$ cat src/rtl/spi_erase_pkg.sv
package spi_erase_pkg;

    typedef enum logic [2:0] {
        ST_IDLE,
        ST_WREN,
        ST_ERASE,
        ST_WAIT,
        ST_POLL,
        ST_RDID
    } seq_state_e;

    typedef enum logic [1:0] {
        CLS_CHIP,
        CLS_BLOCK,
        CLS_SECTOR,
        CLS_NONE
    } erase_cls_e;

    localparam logic [2:0] SEL_ID    = 3'd0;
    localparam logic [2:0] SEL_CE_A  = 3'd1;
    localparam logic [2:0] SEL_CE_B  = 3'd2;
    localparam logic [2:0] SEL_BE_A  = 3'd3;
    localparam logic [2:0] SEL_BE_B  = 3'd4;
    localparam logic [2:0] SEL_SE    = 3'd5;

    localparam logic [7:0] OPC_WREN  = 8'h06;
    localparam logic [7:0] OPC_STAT  = 8'h05;
    localparam logic [7:0] OPC_IDENT = 8'h9F;

    function automatic erase_cls_e sel_class(input logic [2:0] sel);
        case (sel)
            SEL_CE_A, SEL_CE_B: return CLS_CHIP;
            SEL_BE_A, SEL_BE_B: return CLS_BLOCK;
            SEL_SE:             return CLS_SECTOR;
            default:            return CLS_NONE;
        endcase
    endfunction

    function automatic logic [7:0] sel_opcode(input logic [2:0] sel);
        case (sel)
            SEL_CE_A: return 8'h60;
            SEL_CE_B: return 8'hC7;
            SEL_BE_A: return 8'h52;
            SEL_BE_B: return 8'hD8;
            SEL_SE:   return 8'h20;
            default:  return OPC_IDENT;
        endcase
    endfunction

    function automatic logic sel_known(input logic [2:0] sel);
        return (sel == SEL_ID) || (sel_class(sel) != CLS_NONE);
    endfunction

endpackage

$ cat src/rtl/spi_erase_cmdfmt.sv
module spi_erase_cmdfmt
    import spi_erase_pkg::*;
#(
    parameter int ADDR_W = 24,
    parameter int NBYTES = ADDR_W / 8 + 1
) (
    input  seq_state_e              state_i,
    input  logic [2:0]              sel_i,
    input  logic [ADDR_W-1:0]       addr_i,
    output logic [2:0]              wcnt_o,
    output logic [1:0]              rcnt_o,
    output logic [8*NBYTES-1:0]     wdata_o
);
    localparam int ABYTES = ADDR_W / 8;

    // address bytes, most significant first on the wire
    logic [8*ABYTES-1:0] addr_seq;
    for (genvar b = 0; b < ABYTES; b++) begin : g_abyte
        assign addr_seq[8*b +: 8] = addr_i[ADDR_W-8-8*b +: 8];
    end

    always_comb begin
        wcnt_o  = 3'd0;
        rcnt_o  = 2'd0;
        wdata_o = '0;
        case (state_i)
            ST_WREN: begin
                wdata_o[7:0] = OPC_WREN;
                wcnt_o       = 3'd1;
            end
            ST_ERASE: begin
                wdata_o[7:0] = sel_opcode(sel_i);
                if (sel_class(sel_i) == CLS_CHIP) begin
                    wcnt_o = 3'd1;
                end else begin
                    wdata_o[8*NBYTES-1:8] = addr_seq;
                    wcnt_o                = 3'(NBYTES);
                end
            end
            ST_POLL: begin
                wdata_o[7:0] = OPC_STAT;
                wcnt_o       = 3'd1;
                rcnt_o       = 2'd1;
            end
            ST_RDID: begin
                wdata_o[7:0] = OPC_IDENT;
                wcnt_o       = 3'd1;
                rcnt_o       = 2'd3;
            end
            default: ;
        endcase
    end

endmodule

$ cat src/rtl/spi_erase_timer.sv
module spi_erase_timer #(
    parameter int W = 8
) (
    input  logic         clk,
    input  logic         rst_n,
    input  logic         load_i,
    input  logic [W-1:0] val_i,
    output logic         zero_o
);
    logic [W-1:0] cnt_d, cnt_q;

    always_comb begin
        cnt_d = cnt_q;
        if (load_i)
            cnt_d = val_i;
        else if (cnt_q != '0)
            cnt_d = cnt_q - 1'b1;
    end

    always_ff @(posedge clk or negedge rst_n) begin
        if (!rst_n) cnt_q <= '0;
        else        cnt_q <= cnt_d;
    end

    assign zero_o = (cnt_q == '0);

endmodule

$ cat src/rtl/spi_erase_seq.sv
module spi_erase_seq
    import spi_erase_pkg::*;
#(
    parameter int CHIP_WAIT   = 100000,
    parameter int BLOCK_WAIT  = 10000,
    parameter int SECTOR_WAIT = 1000,
    parameter int MAX_POLLS   = 4096
) (
    input  logic        clk,
    input  logic        rst_n,
    input  logic        start_i,
    input  logic [2:0]  op_i,
    input  logic [23:0] addr_i,
    output logic        busy_o,
    output logic        done_o,
    output logic        err_o,
    output logic [23:0] id_o,
    output logic        req_o,
    output logic [2:0]  req_wcnt_o,
    output logic [1:0]  req_rcnt_o,
    output logic [31:0] req_wdata_o,
    input  logic        ack_i,
    input  logic [23:0] rdata_i
);
    localparam int ADDR_W  = 24;
    localparam int NBYTES  = ADDR_W / 8 + 1;
    localparam int MAXWAIT = (CHIP_WAIT > BLOCK_WAIT)
                           ? ((CHIP_WAIT > SECTOR_WAIT) ? CHIP_WAIT : SECTOR_WAIT)
                           : ((BLOCK_WAIT > SECTOR_WAIT) ? BLOCK_WAIT : SECTOR_WAIT);
    localparam int TW      = $clog2(MAXWAIT + 2);
    localparam int PW      = $clog2(MAX_POLLS + 1);

    typedef struct packed {
        seq_state_e        state;
        logic [2:0]        sel;
        logic [ADDR_W-1:0] addr;
        logic [PW-1:0]     polls;
        logic              done;
        logic              err;
        logic [23:0]       id;
    } seq_regs_t;

    seq_regs_t r_d, r_q;
    logic          tmr_load, tmr_zero;
    logic [TW-1:0] tmr_val;

    always_comb begin
        case (sel_class(r_q.sel))
            CLS_CHIP:  tmr_val = TW'(CHIP_WAIT);
            CLS_BLOCK: tmr_val = TW'(BLOCK_WAIT);
            default:   tmr_val = TW'(SECTOR_WAIT);
        endcase
    end

    always_comb begin
        r_d      = r_q;
        r_d.done = 1'b0;
        r_d.err  = 1'b0;
        tmr_load = 1'b0;
        case (r_q.state)
            ST_IDLE: begin
                if (start_i && sel_known(op_i)) begin
                    r_d.sel   = op_i;
                    r_d.addr  = addr_i;
                    r_d.polls = '0;
                    r_d.state = (op_i == SEL_ID) ? ST_RDID : ST_WREN;
                end
            end
            ST_WREN: if (ack_i) r_d.state = ST_ERASE;
            ST_ERASE: begin
                if (ack_i) begin
                    r_d.state = ST_WAIT;
                    tmr_load  = 1'b1;
                end
            end
            ST_WAIT: if (tmr_zero) r_d.state = ST_POLL;
            ST_POLL: begin
                if (ack_i) begin
                    if (!rdata_i[0]) begin
                        r_d.state = ST_IDLE;
                        r_d.done  = 1'b1;
                    end else if (r_q.polls == PW'(MAX_POLLS - 1)) begin
                        r_d.state = ST_IDLE;
                        r_d.done  = 1'b1;
                        r_d.err   = 1'b1;
                    end else begin
                        r_d.polls = r_q.polls + 1'b1;
                        r_d.state = ST_WAIT;
                        tmr_load  = 1'b1;
                    end
                end
            end
            ST_RDID: begin
                if (ack_i) begin
                    r_d.id    = {rdata_i[7:0], rdata_i[15:8], rdata_i[23:16]};
                    r_d.state = ST_IDLE;
                    r_d.done  = 1'b1;
                end
            end
            default: r_d.state = ST_IDLE;
        endcase
    end

    always_ff @(posedge clk or negedge rst_n) begin
        if (!rst_n) r_q <= '{state: ST_IDLE, default: '0};
        else        r_q <= r_d;
    end

    spi_erase_timer #(.W(TW)) u_timer (
        .clk    (clk),
        .rst_n  (rst_n),
        .load_i (tmr_load),
        .val_i  (tmr_val),
        .zero_o (tmr_zero)
    );

    spi_erase_cmdfmt #(.ADDR_W(ADDR_W), .NBYTES(NBYTES)) u_fmt (
        .state_i (r_q.state),
        .sel_i   (r_q.sel),
        .addr_i  (r_q.addr),
        .wcnt_o  (req_wcnt_o),
        .rcnt_o  (req_rcnt_o),
        .wdata_o (req_wdata_o)
    );

    assign req_o  = (r_q.state == ST_WREN) || (r_q.state == ST_ERASE) ||
                    (r_q.state == ST_POLL) || (r_q.state == ST_RDID);
    assign busy_o = (r_q.state != ST_IDLE);
    assign done_o = r_q.done;
    assign err_o  = r_q.err;
    assign id_o   = r_q.id;

    a_r10_req_hold: assert property (@(posedge clk) disable iff (!rst_n)
        req_o && !ack_i |=> req_o && $stable(req_wdata_o) && $stable(req_wcnt_o) && $stable(req_rcnt_o));

    a_r9_busy_needs_start: assert property (@(posedge clk) disable iff (!rst_n)
        $rose(busy_o) |-> $past(start_i));

    a_r8_err_only_with_done: assert property (@(posedge clk) disable iff (!rst_n)
        err_o |-> done_o);

    a_r6_done_is_idle: assert property (@(posedge clk) disable iff (!rst_n)
        done_o |-> !busy_o && !req_o);

    a_r6_no_req_while_waiting: assert property (@(posedge clk) disable iff (!rst_n)
        (req_o && ack_i && req_wdata_o[7:0] == OPC_STAT && rdata_i[0] && busy_o) |=> !req_o || done_o == 1'b0);

endmodule

$ cat config.mk
export PLATFORM = sky130hd
export DESIGN_NAME = spi_erase_seq
export DESIGN_NICKNAME = d
export VERILOG_FILES = /design/src/rtl/spi_erase_pkg.sv /design/src/rtl/spi_erase_cmdfmt.sv /design/src/rtl/spi_erase_timer.sv /design/src/rtl/spi_erase_seq.sv
export SDC_FILE = /design/constraint.sdc
export NUM_CORES = 1
export LEC_CHECK = 0
export BUFFER_PORTS_ARGS = -buffer_cell sky130_fd_sc_hd__buf_2
export CAP_MARGIN = 20
export CORE_ASPECT_RATIO = 1.2
export CORE_MARGIN = 2
export CORE_UTILIZATION = 30
export CTS_CLUSTER_SIZE = 8
export DETAILED_ROUTE_END_ITERATION = 10
export MAX_ROUTING_LAYER = met4
export SYNTH_ARGS = -nofsm -noshare
export SYNTH_HDL_FRONTEND = slang
export SYNTH_SLANG_ARGS = --single-unit
$ cat constraint.sdc
create_clock -name clk -period 1.65 [get_ports clk]
set_input_delay 0.165 -clock clk [delete_from_list [all_inputs] [get_ports clk]]
set_output_delay 0.165 -clock clk [all_outputs]
set_load 0.05 [all_outputs]
Word level (Yosys, flattened, before mapping)

Index checks and enable logic that the tools add are counted.

Bits in registers: 86
Bits of input ports: 55
Output and inout port bits: 65

Eq/ne operators: 26
Mux-type cells: 38
Reductions and logical operators: 23
Add/sub/neg operators: 2

Operator list:

| cell                                                                     | count |
|---|---|
| 24-bit two-way mux                                                       | 2 |
| 43-bit two-way mux                                                       | 1 |
| 8-bit one-hot mux with 5 select lines                                    | 1 |
| 17-bit two-way mux                                                       | 2 |
| 17-bit one-hot mux with 2 select lines                                   | 1 |
| 8-bit one-hot mux with 4 select lines                                    | 1 |
| 13-bit two-way mux                                                       | 2 |
| 13-bit one-hot mux with 2 select lines                                   | 1 |
| 3-bit two-way mux                                                        | 8 |
| 3-bit by 2-bit equality test with 1-bit output (second input constant)   | 6 |
| 3-bit equality test (second input constant)                              | 6 |
| 2-bit != test (second input constant)                                    | 9 |
| 3-bit one-hot mux with 6 select lines                                    | 1 |
| 17-bit logical NOT                                                       | 1 |
| 17-bit nonzero test                                                      | 1 |
| 17-bit by 1-bit subtractor with 17-bit output (second input constant)    | 1 |
| 15-bit two-way mux                                                       | 1 |
| 13-bit by 1-bit adder with 13-bit output (second input constant)         | 1 |
| 13-bit by 12-bit equality test with 1-bit output (second input constant) | 1 |
| 2-bit one-hot mux with 3 select lines                                    | 2 |
| 3-bit by 1-bit equality test with 1-bit output (second input constant)   | 3 |
| 2-bit two-way mux                                                        | 4 |
| 2-bit OR reduction                                                       | 4 |
| 1-bit two-way mux                                                        | 7 |
| 14 further kinds                                                         | 22 |

Logic depth before layout (Yosys ltp)

Depth in word-level cells: 9
Gate-level depth with buffers: 7
Depth with buffers taken out: 7

Cells and area by module

Synthesis repeated with hierarchy kept, for this count alone.

Cells, all modules: 505
Area total of the unflattened synthesis: 4774.6 µm²

Modules (own cells, without submodules):

| module           | sequential area each (µm²) | cells an instance | times used | area each (µm²) |
|---|---|---|---|---|
| spi_erase_seq    | 1726.7                     | 329               | 1          | 3300.7 |
| spi_erase_timer  | 425.4                      | 109               | 1          | 1033.5 |
| spi_erase_cmdfmt | 0.0                        | 67                | 1          | 440.4 |

Least setup slack after synthesis

No wires, ideal clock.

Path type: register to output
Start: register r_q[65] in the netlist's numbering
End: output req_wdata_o[4]
Cell stages (with the launch flop): 6
Buffers on the path: 1
Arrival: 1.990 ns
Path slack: -0.505 ns
Required time: 1.485 ns
Path through: dfrtp_1 -> clkbuf_1 -> nor2_1 -> o21bai_1 -> nand3b_1 -> o21ai_0

Longest elaborated chain between the ends: 3

Ends and longest elaborated chain:

| element                                     | line                   | RTL |
|---|---|---|
| start, declared                             | spi_erase_seq.sv:43    | `seq_regs_t r_d, r_q;` |
| start signal, assigned                      | spi_erase_seq.sv:106   | `else r_q <= r_d;` |
| 3-bit equality test (tied with other cells) | spi_erase_pkg.sv:40    | `case (sel)` |
| 8-bit one-hot mux with 5 select lines (*)   | spi_erase_pkg.sv:40    |  |
| 8-bit one-hot mux with 4 select lines (*)   | spi_erase_cmdfmt.sv:26 | `case (state_i)` |
| end, declared                               | spi_erase_seq.sv:21    | `output logic [31:0] req_wdata_o,` |

Every way passes the cells marked *; elsewhere a longest branch is shown, timed or not.

Final worst setup path

Start: register r_q[63] in the netlist's numbering
End: output req_wdata_o[31]

Longest elaborated chain between the ends: 7

Ends and longest elaborated chain:

| element                                                                | line                   | RTL |
|---|---|---|
| 3-bit by 2-bit equality test with 1-bit output (tied with other cells) | spi_erase_pkg.sv:31    | `case (sel)` |
| 2-bit OR reduction                                                     | spi_erase_pkg.sv:31    |  |
| 2-bit one-hot mux with 3 select lines (*)                              | spi_erase_pkg.sv:31    |  |
| 2-bit two-way mux (*)                                                  | spi_erase_cmdfmt.sv:26 |  |
| 2-bit logical NOT (*)                                                  | spi_erase_cmdfmt.sv:33 | `if (sel_class(sel_i) == CLS_CHIP) begin` |
| 24-bit two-way mux (*)                                                 | spi_erase_cmdfmt.sv:33 |  |
| 24-bit two-way mux (*)                                                 | spi_erase_cmdfmt.sv:26 |  |

Every way passes the cells marked *; elsewhere a longest branch is shown, timed or not. The select of a mux whose other input is x is not followed.

==> metrics.md <==
| Metric | Value |
|---|---|
| Vias in the first global route | 3997 |
| Max-cap violations | 0 |
| Post-synthesis sequential area ratio | 0.486 |
| Fmax | 534 MHz |
| Ordered cell list for the critical path | nand2b_4, a21oi_4, nor2_4, buf_6, and2_2, buf_6 |
| Critical path fanouts, max | 10 |
| H-tree depth | 3 |
| Outcome | finished, violations left |
| Routed Wire Length | 12900 µm |
| Failing checks | setup timing |
| Setup CP Type | register to primary output |
| Critical path depth | 6 |
| Commonest non-fill, non-tap cell in the layout | nand2_1 |
| WL/cell | 15.9 µm |
| Clk root buf | clkbuf_16 |
| Final #Nets | 692 |
| Relative slew slack | 0.629 |
| Starting Density | 0.307 |
| Largest net degree at the start of global routing | 40 |
| Worst slew pin tran | 0.556 ns |
| Total number of vias | 3862 |
| Cell Area, Synth | 0.00443 mm² |
| Compound-gate portion of the synthesized area | 0.0613 |
| Clock buffer depth | 2 |
| Most frequent CP cell | buf_6 |
| First-pass DRT Iterations | 5 |
| Ports | 120 |
| Die area | 0.0157 mm² |
| Nature of the critical path startpoint | register |
| Final Max Slew Viols | 0 |
| Antenna viol nets, final | 0 |
| Post-synthesis mux area share | 0.0726 |
| Num rows | 48 |
| Final core occ | 0.505 |
| Gpl congestion | 0.861 |
| Unique masters post-synth | 54 |
| Largest family of logic cells by synthesized area | simple AND/OR/NAND/NOR gates |
| Core area | 0.0144 mm² |
| CTS tree | done |
| Commonest cells after routing, fill and taps aside | 93 x nand2_1, 82 x dfrtp_1, 79 x buf_2, 71 x buf_4, 34 x buf_6 |
| Crit-path max cell delay | 0.44 ns |
| Leak | 3.53 nW |
| I/O Buffers | 118 |
| FF-to-FF path depth | 7 |
| Drt first-iter violations | 145 |
| Fin crit share | 1.14 |
| Final setup vio count | 69 |
| Cell area after placement | 0.00568 mm² |
| Ys async rst share | 1.00 |
| Post-Synth Adder-Cell Area | 0.00848 |
| First-pass GRT wire length | 19000 µm |
| Clk_lat worst skew | 0.34 ns |
| GRT Util Overall | 0.157 |
| Final worst setup slack | -0.224 ns |
| Antenna violations before repair | 1 |
| Worst endpoint required time | 1.48 ns |
| Die width | 115 µm |
| Setup Skew | 0.00818 ns |
| Critical path's slowest cell | dfrtp_2 |
| Pwr/cell area | 1980 mW/mm² |
| Dpl hpwl | 8640 µm |
| Total power | 14.4 mW |
| Worst EP arrival | 1.71 ns |
| Dpl ws | -0.0650 ns |
| Cells after Synth | 446 |
| Bufs and invs on worst path | 2 |
| Final min period | 1.87 ns |
| Number of fill cells | 1263 |
| Die Span Y | 137 µm |
| Main synth FF type | dfrtp_1 |
| Share of cells above drive strength 1 | 0.595 |
| Synthesis warning total | 0 |
| Hold_ws | 0.0147 ns |
| RSZ-0062 raised after global routing | true |
| Clk slew on worst S/H paths | 0.06 ns |
| Peak VDD IR | 1.12 mV |
| Simple-gate share of the synthesized area | 0.263 |
| Worst setup EP type | primary output |
| Sink Count | 86 |
| Final hold vios | 0 |
| Vias per cell | 4.74 |
| Xor/xnor share of the synthesized area | 0.0396 |
| EDFF count, synth | 0 |
| Mean Syn Cell Area | 9.93 µm² |
| Cell area after layout | 0.00728 mm² |
| Post-Synthesis Net Count | 504 |
| Remaining Overflow, GRT | 0 |
| TritonCTS Buffers | 9 |
| #FFs+latches synth | 86 |
| Area growth, synth to finish | 64.5% |
| CP top delay family | flip-flops |
| Hold path depth | 3 |
| Worst Hold Class | input port to register |
| DRC violations left | 0 |
==> metal layers <==
layer	wire length [µm]	global-route usage
met2	7180	0.280
met3	496	0.0345
met4	344	0.0602
met1	4910	0.170
met5	0	-
==> cell type report <==
cell class                      instances  area [µm²]  share of cell area
Inverter                                6        26.3             0.00361
Timing Repair Buffer                  219        1870               0.257
Multi-Input combinational cell        312        2710               0.371
Clock inverter                          4        45.0             0.00618
Tap cell                              175         219              0.0301
Antenna cell                            1        2.50            0.000344
Sequential cell                        86        2160               0.296
Clock buffer                           12         256              0.0352
==> Yosys cell counts, types with 3 or more instances <==
cell type	count	area share
clkbuf_1	6	0.0051
o22ai_1	3	0.0042
buf_2	8	0.0090
nand4_1	4	0.0057
buf_4	27	0.046
mux2i_1	4	0.0090
and2_1	24	0.034
nand2b_1	3	0.0042
nor3_1	5	0.0057
inv_1	6	0.0051
a21oi_1	6	0.0068
dfrtp_1	86	0.49
and3_1	3	0.0042
ha_1	3	0.0085
nor2_1	29	0.025
and4_1	3	0.0059
nand3_1	14	0.016
nand2_1	100	0.085
xnor2_1	13	0.026
nor4_4	4	0.019
nor4_2	6	0.017
xor2_1	7	0.014
nand3b_1	4	0.0068
o21ai_0	15	0.017
mux2_2	24	0.061
nor4_1	4	0.0057
==> worst reg2reg max path, stage by stage, from the launching register on <==
cell and delay (ns):
dfrtp_1 0.42, buf_6 0.14, and2b_2 0.24, nand2_4 0.09, clkinvlp_4 0.12, nand2_4 0.16
clkbuf_16 0.18, mux2_4 0.29
==> path summary, 6_finish.rpt <==
check	start	end	slack [ns]
max	r_q[63]	req_wdata_o[31]	-0.22
min	addr_i[2]	r_q[41]	0.01
max reg2reg	r_q[68]	id_o[18]	-0.11
min reg2reg	r_q[44]	r_q[44]	0.47
max in group asynchronous	rst_n	r_q[36]	0.67
min in group asynchronous	rst_n	r_q[57]	0.36
==> state kept, by name, indices dropped and copies added, names as in the netlist <==
name and count:
u_timer.cnt_q 17, id_o 24, err_o 1, done_o 1
r_q 43
==> metrics by stage <==
| step | setup TNS, ns | cells |
|---|---|---|
| 2_1_floorplan | -8.59 | 446 |
| 3_3_place_gp | -0.583 | 765 |
| 3_5_place_dp | -0.943 | 765 |
| 4_1_cts | -6.61 | 794 |
| 5_1_grt | -12.81 | 815 |
| 6_report | -7.56 | 815 |
==> repair_timing <==
item,CTS,global route
cloned,0,2
setup buffers,13,23
pin swaps,22,53
endpoints found under the setup margin,51,102
gates resized for setup,125,131
hold buffers,1,0
hold endpoints to repair,37,0
==> kinds of logic after synthesis <==
logic type	Yosys count
and+or+nand+nor	216
DFF	86
buffers and inverters	48
AOI/OAI and AO/OA	43
muxes	29
xor gates and xnor gates	20
adders and majority gates	3
other	1
==> report_power, final <==
| part | switching (mW) | internal [mW] | leakage, nW |
|---|---|---|---|
| sequential | 0.622 | 2.87 | 1.11 |
| combinational | 5.11 | 3.76 | 2.27 |
| clock | 0.828 | 1.25 | 0.152 |
| total | 6.56 | 7.88 | 3.53 |
Note: power is estimated with default switching activity, not from simulation.
